File: src/rtl/pmic_i2c_regs.sv
module pmic_i2c_regs #(
  parameter logic [6:0] DEV_ADDR = 7'h34,
  parameter int         MAP_LEN  = 186,
  parameter logic [7:0] WR_REG   = 8'h23,
  parameter logic [7:0] WR_RST   = 8'h16,
  parameter logic [7:0] ID_REG   = 8'h03,
  parameter logic [7:0] ID_VAL   = 8'h01,
  parameter logic [7:0] IRQ_REG  = 8'h40,
  parameter logic [7:0] IRQ_VAL  = 8'hD8
) (
  input  logic clk,
  input  logic rst,
  input  logic scl_i,
  input  logic sda_i,
  output logic sda_oe
);

  localparam logic [8:0] MAP_END = 9'(MAP_LEN);

  typedef enum logic [2:0] {
    S_IDLE, S_ADDR, S_AACK, S_WBYTE, S_WACK, S_RBYTE, S_RACK, S_RLOAD
  } state_t;

  state_t     state;
  logic [2:0] scl_p, sda_p;
  logic [3:0] cnt;
  logic [7:0] sh, ptr, wreg, rd_val;
  logic       first, rw;

  wire scl   = scl_p[1];
  wire scl_d = scl_p[2];
  wire sda   = sda_p[1];
  wire sda_d = sda_p[2];

  wire start_det = scl && scl_d && sda_d && !sda;
  wire stop_det  = scl && scl_d && !sda_d && sda;
  wire scl_rise  = scl && !scl_d;
  wire scl_fall  = !scl && scl_d;
  wire in_map    = {1'b0, ptr} < MAP_END;
  wire bus_idle  = state == S_IDLE;
  wire ptr_set   = state == S_WBYTE && scl_fall && cnt == 4'd8 && first;

  always_comb begin
    if (!in_map)             rd_val = 8'hFF;
    else if (ptr == WR_REG)  rd_val = wreg;
    else if (ptr == ID_REG)  rd_val = ID_VAL;
    else if (ptr == IRQ_REG) rd_val = IRQ_VAL;
    else                     rd_val = 8'h00;
  end

  always_ff @(posedge clk) begin
    if (rst) begin
      scl_p <= '1;
      sda_p <= '1;
    end else begin
      scl_p <= {scl_p[1:0], scl_i};
      sda_p <= {sda_p[1:0], sda_i};
    end
  end

  always_ff @(posedge clk) begin
    if (rst) begin
      state  <= S_IDLE;
      cnt    <= '0;
      sh     <= '0;
      ptr    <= '0;
      wreg   <= WR_RST;
      first  <= 1'b1;
      rw     <= 1'b0;
      sda_oe <= 1'b0;
    end else if (start_det) begin
      state  <= S_ADDR;
      cnt    <= '0;
      first  <= 1'b1;
      sda_oe <= 1'b0;
    end else if (stop_det) begin
      state  <= S_IDLE;
      first  <= 1'b1;
      sda_oe <= 1'b0;
    end else begin
      case (state)
        S_ADDR, S_WBYTE: begin
          if (scl_rise) begin
            sh  <= {sh[6:0], sda};
            cnt <= cnt + 4'd1;
          end else if (scl_fall && cnt == 4'd8) begin
            if (state == S_ADDR) begin
              if (sh[7:1] == DEV_ADDR) begin
                rw     <= sh[0];
                sda_oe <= 1'b1;
                state  <= S_AACK;
              end else begin
                state  <= S_IDLE;
              end
            end else begin
              sda_oe <= 1'b1;
              state  <= S_WACK;
              if (first) begin
                ptr   <= sh;
                first <= 1'b0;
              end else if (ptr == WR_REG) begin
                wreg <= sh;
                ptr  <= ptr + 8'd1;
              end
            end
          end
        end
        S_WACK: if (scl_fall) begin
          sda_oe <= 1'b0;
          cnt    <= '0;
          state  <= S_WBYTE;
        end
        S_AACK, S_RLOAD: if (scl_fall) begin
          cnt <= '0;
          if (state == S_RLOAD || rw) begin
            sh     <= rd_val;
            sda_oe <= !rd_val[7];
            state  <= S_RBYTE;
            if (in_map) ptr <= ptr + 8'd1;
          end else begin
            sda_oe <= 1'b0;
            state  <= S_WBYTE;
          end
        end
        S_RBYTE: if (scl_fall) begin
          if (cnt == 4'd7) begin
            sda_oe <= 1'b0;
            state  <= S_RACK;
          end else begin
            cnt    <= cnt + 4'd1;
            sh     <= {sh[6:0], 1'b0};
            sda_oe <= !sh[6];
          end
        end
        S_RACK: if (scl_rise) state <= sda ? S_IDLE : S_RLOAD;
        default: state <= S_IDLE;
      endcase
    end
  end

endmodule

File: config.mk
export PLATFORM = sky130hd
export DESIGN_NAME = pmic_i2c_regs
export DESIGN_NICKNAME = d
export VERILOG_FILES = /design/src/rtl/pmic_i2c_regs.sv
export SDC_FILE = /design/constraint.sdc
export NUM_CORES = 1
export LEC_CHECK = 0
export BUFFER_PORTS_ARGS = -buffer_cell sky130_fd_sc_hd__buf_2
export CORE_ASPECT_RATIO = 1.5
export CORE_MARGIN = 1.5
export CORE_UTILIZATION = 55
export DETAILED_ROUTE_END_ITERATION = 10
export PLACE_DENSITY = 0.74
export REMOVE_ABC_BUFFERS = 1
export SLEW_MARGIN = 10
export SYNTH_ARGS = -nofsm -noshare
export SYNTH_HDL_FRONTEND = slang
export SYNTH_SLANG_ARGS = --single-unit
File: constraint.sdc
create_clock -name clk -period 2.7 [get_ports clk]
set_clock_uncertainty 0.2 [all_clocks]
set_input_delay 0.27 -clock clk [delete_from_list [all_inputs] [get_ports clk]]
set_output_delay 0.27 -clock clk [all_outputs]
set_load 0.05 [all_outputs]
# [Word-level counts from Yosys, hierarchy flattened]
# Cells that the tools add are included.
[classes] n_mux=48 n_eq_ne=35 reduce_logical=33 n_addsub=2 order_cmp=1 bitwise_logic=5
[ops] operator="$mux W8" count=17
[ops] operator="$mux W3" count=10
[ops] operator="$ne A4 B4 Y1 const B" count=7
[ops] operator="$reduce_and A7 Y1" count=4
[ops] operator="$ne A2 B2 Y1 const B" count=12
[ops] operator="$pmux W8 S3" count=1
[ops] operator="$mux W4" count=4
[ops] operator="$pmux W8 S2" count=1
[ops] operator="$reduce_and A8 Y1" count=2
[ops] operator="$pmux W3 S5" count=1
[ops] operator="$eq A3 B3 Y1 const B" count=4
[ops] operator="$pmux W4 S3" count=1
[ops] operator="$mux W1" count=11
[ops] operator="$reduce_and A10 Y1" count=1
[ops] operator="$add A8 B1 Y8 const B" count=1
[ops] operator="$eq A8 B2 Y1 const B" count=1
[ops] operator="$eq A8 B6 Y1 const B" count=1
[ops] operator="$eq A8 B7 Y1 const B" count=1
[ops] operator="$logic_and A1 B1 Y1" count=8
[ops] operator="$lt A8 B8 Y1 const B" count=1
[ops] operator="$eq A7 B6 Y1 const B" count=1
[ops] operator="$eq A3 B2 Y1 const B" count=2
[ops] operator="$logic_not A1 Y1" count=6
[ops] operator="$ne A3 B3 Y1 const B" count=2
[ops] operator="other kinds (16)" count=24
[totals] register_bits=40 out_inout_bits=1 in_bits=4 elab_cells=135

# [Depth between registers and ports, before layout]
[logic_depth] ltp_word=9 ltp_mapped=8 ltp_nobuf=7

# [Worst setup path after synthesis]
# No wires, ideal clock.
[synth_timing] path_type="reg2reg" from="register ptr[1]" to="register wreg[2]" path_stages_with_launch=8 required_time_ns=2.380 slack_ns=0.217 arrival_ns=2.163 cell_sequence="dfxtp_1 > ha_1 > or4b_4 > or3_4 > nor4_4 > buf_6 > nor2b_1 > a211o_1"
[synth_between] elab_chain_cells=2
[synth_lines] element="start, declared" line="27" source="logic [7:0] sh, ptr, wreg, rd_val;"
[synth_lines] element="start signal, assigned" line="99" source="ptr <= sh;"
[synth_lines] element="start signal, assigned" line="103" source="ptr <= ptr + 8'd1;"
[synth_lines] element="start signal, assigned" line="119" source="if (in_map) ptr <= ptr + 8'd1;"
[synth_lines] element="$eq A8 B6 Y1" line="101" source="end else if (ptr == WR_REG) begin"
[synth_lines] element="$reduce_and A8 Y1 (no source line)"
[synth_lines] element="end signal, assigned" line="102" source="wreg <= sh;"
[synth_lines] element="end, declared" line="27"
# Every way passes these cells.
# A chain may end at the register's enable or synchronous reset.

# [Worst setup path in the final report]
[layout_timing] from="register ptr[0]" to="register wreg[2]"
# Same word-level chain as after synthesis.

==> impl_metrics.ini <==
[clocking]
clock_latency_ps = 300
cts_htree_levels = 2
root_buffer = clkbuf_8
cts_tree = done
clkTransAtPathRegs_ps = 80
cts_setup_buffers = 0
cts_buffers = 5
cts_sinks = 40
clock_path_buffers = 2

[route]
totalWireLength_mm = 5.87
wl_per_cell_um = 17.0
drt_iter0_drc = 220
drc = 0
drt_pass1_iterations = 5
route.vias.total = 2234
viasPerCell = 6.46
ant_nets = 0

[floorplan]
fp.coreArea_mm2 = 0.00421
start_util_pct = 56.8
die_area_mm2 = 0.00476
die_h_um = 83.7
ioPinCount = 5
die_x_um = 56.8
num_rows = 29

[critical_path]
reg2reg_slack_ps = 80
r2r_end = wreg[2]$_SDFFE_PP1P_
cp_top_family = simple AND/OR/NAND/NOR gates
cp_num_buf_inv = 1
path_class = reg2reg
start_kind = flip-flop
cp_cell_sequence = ha_2 -> or4b_4 -> or3_4 -> nor4_4 -> buf_12 -> nor2b_1 -> a211o_1
cpMaxStageDelayCell = or4b_4
endpoint_kind = flip-flop
reg2reg_from = ptr[0]$_SDFFE_PP0P_
required_ps = 2690
crit_fanout = 11
crit_arrival_ps = 2600
max_stage_delay_ps = 510
startpoint = ptr[0]$_SDFFE_PP0P_
rr_worst_depth = 7

[sta]
fmax_ghz = 0.382
layout_setup_ws_ps = 83.3
rsz0062_at_grt = false
slew_violations = 0
fin_crit_sh_pct = 96.9
final.setup.tns_ps = 0
maxSlewHeadroom_pct = 47.3
worst_pin_slew_ps = 779
final_hold_viol_count = 0
setup_viol = 0
fin_crit_ps = 2620

[synth]
synth_cell_types = 55
synth_edf_count = 0
yosys.area.top_type = dfxtp_1
synth_area_leaders = dfxtp_1 34%, a21oi_1 5.0%, o21ai_0 4.6%, nor2_1 4.6%, mux2i_1 2.9%
synth_seq_cells = 40
synth.avg_cell_area_um2 = 8.13
async_flop_share_pct = 0
ys_warn_count = 0
synth.top_cell.area_share_pct = 33.5
yosys_most_used_dff = dfxtp_1
ys_seq_area_share_pct = 33.5
netlist_instances = 294
mappedNetlistArea_mm2 = 0.00239

[global_routing]
met2_usage_pct = 43.3
grt_max_degree = 39
grtUsageTotal_pct = 26.7
met3_usage_pct = 5.58
top_usage_layer = met2
use_met1_pct = 32.0
grt-ovfl-total = 0
grt_pass1_vias = 2077
grt_pass1_wl_mm = 9.96
antenna_found_initial = 0

[hold_path]
min_to = sda_p[1]$_SDFF_PP1_
hold_class = reg2reg
holdPathStages = 1
worstHoldStart = sda_p[0]$_SDFF_PP1_

[placement]
dp.final_hpwl_mm = 4.17
io_buffers = 4
numPlacedInstances = 336
place_ws_ps = 74.8
post_dp_cell_area_mm2 = 0.00244
place.gp.congestion = 0.980

[cells_and_area]
drive_gt1_share_pct = 14.3
nets = 307
num_antenna_cells = 0
fin_area_mm2 = 0.00257
instances_no_fill = 346
area_growth_pct = 7.70

[pwr]
ir_drop_v = 0.000675
power.leakage_nw = 0.888
power_density_mw_per_mm2 = 640

[run_status]
status = complete, no violations

[run]
maxCapViolations = 0
## cells in the final DEF, fill, tap and decap left out, types with 5 or more instances in the layout
cell and n:
dfxtp_1 39, nor2_1 29, a21oi_1 24, o21ai_0 22
nand2_1 14, inv_1 10, nand3_1 10, buf_4 10
nand3b_1 9, or2_2 8, nor2b_1 7, mux2i_1 7
nor3_1 7, a211oi_1 7, and2_1 6, clkbuf_8 5
## metal layers
metal | wire length, µm | vias up
met5 | 0 | -
met4 | 281 | 0
met3 | 329 | 27
met2 | 2820 | 85
met1 | 2440 | 1037
li1 | - | 1085
## per-stage QoR
step | hold WS (ps) | power [W] | util (%)
floorplan | 139 | 0.00100 | -
global placement | 190 | 0.00114 | 57.9
detailed placement | 194 | 0.00114 | 57.9
CTS | 201 | 0.00164 | 61.1
global route | 219 | 0.00174 | 61.1
finish | 200 | 0.00165 | 61.1
## registers in the layout, indices dropped and copies added, names as in the netlist
| register | cells |
|---|---|
| ptr | 8 |
| sda_oe | 1 |
| sh | 8 |
| wreg | 8 |
| sda_p | 3 |
| first | 1 |
| state | 3 |
| scl_p | 3 |
| cnt | 4 |
| rw | 1 |
## power breakdown
group / total (W) / internal [W] / switching (W)
sequential: 0.000684 / 0.000616 / 0.0000676
combinational: 0.000463 / 0.000176 / 0.000287
clock: 0.000500 / 0.000274 / 0.000227
## what timing repair did
| action | in CTS | in global routing |
|---|---|---|
| setup endpoints to repair | 0 | 6 |
| hold buffers | 2 | 0 |
| endpoints found under the hold margin | 2 | 0 |
| gates resized for setup | 0 | 2 |
## worst max-delay path by stage
stage,to,slack (ps),cells past startpoint
after floorplan,wreg[1]$_SDFFE_PP1P_,40,6
after global placement,wreg[2]$_SDFFE_PP1P_,150,7
after detailed placement,wreg[2]$_SDFFE_PP1P_,70,7
after CTS,wreg[2]$_SDFFE_PP1P_,40,7
after global routing,wreg[1]$_SDFFE_PP1P_,20,7
final,wreg[2]$_SDFFE_PP1P_,80,7
## worst reg2reg max path: stages (launching register included)
cell and delay, ps:
dfxtp_1 400, ha_2 240, or4b_4 510, or3_4 410
nor4_4 270, buf_12 180, nor2b_1 50, a211o_1 260
## cells in the mapped netlist (all sizes together) (2+ instances only)
cell,count
dfxtp,40
nor2,29
a21oi,24
o21ai,22
clkbuf,15
nand2,14
inv,10
nand3,10
nand3b,9
or2,8
a211oi,7
and2,7
mux2i,7
nor2b,7
nor3,7
nand4,5
nor4,5
a211o,4
a21o,4
a31oi,4
buf,4
ha,4
nand2b,4
o41ai,4
a22oi,3
and3b,3
nor3b,3
o22ai,3
or3,3
xnor2,3
and2b,2
and3,2
o211ai,2
o21bai,2
## area by class of cell
cell class | instances | area [µm²]
sequential | 40 | 802
fill | 390 | 1640
clock buffer | 5 | 68.8
clock inverter | 3 | 42.5
inverter | 10 | 37.5
multi-input combinational | 225 | 1430
timing repair buffer | 17 | 135
tap | 46 | 57.6
## kinds of logic after synthesis
| group | share of synthesized area, % |
|---|---|
| AND/OR/NAND/NOR | 29.1 |
| flip-flops | 33.5 |
| adder cells (fa/ha/maj) | 2.09 |
| XOR/XNOR | 1.10 |
| AO/OA/AOI/OAI | 24.5 |
| buffers and inverters | 6.75 |
| multiplexers | 2.93 |
Power figures use the tool's default switching activity.
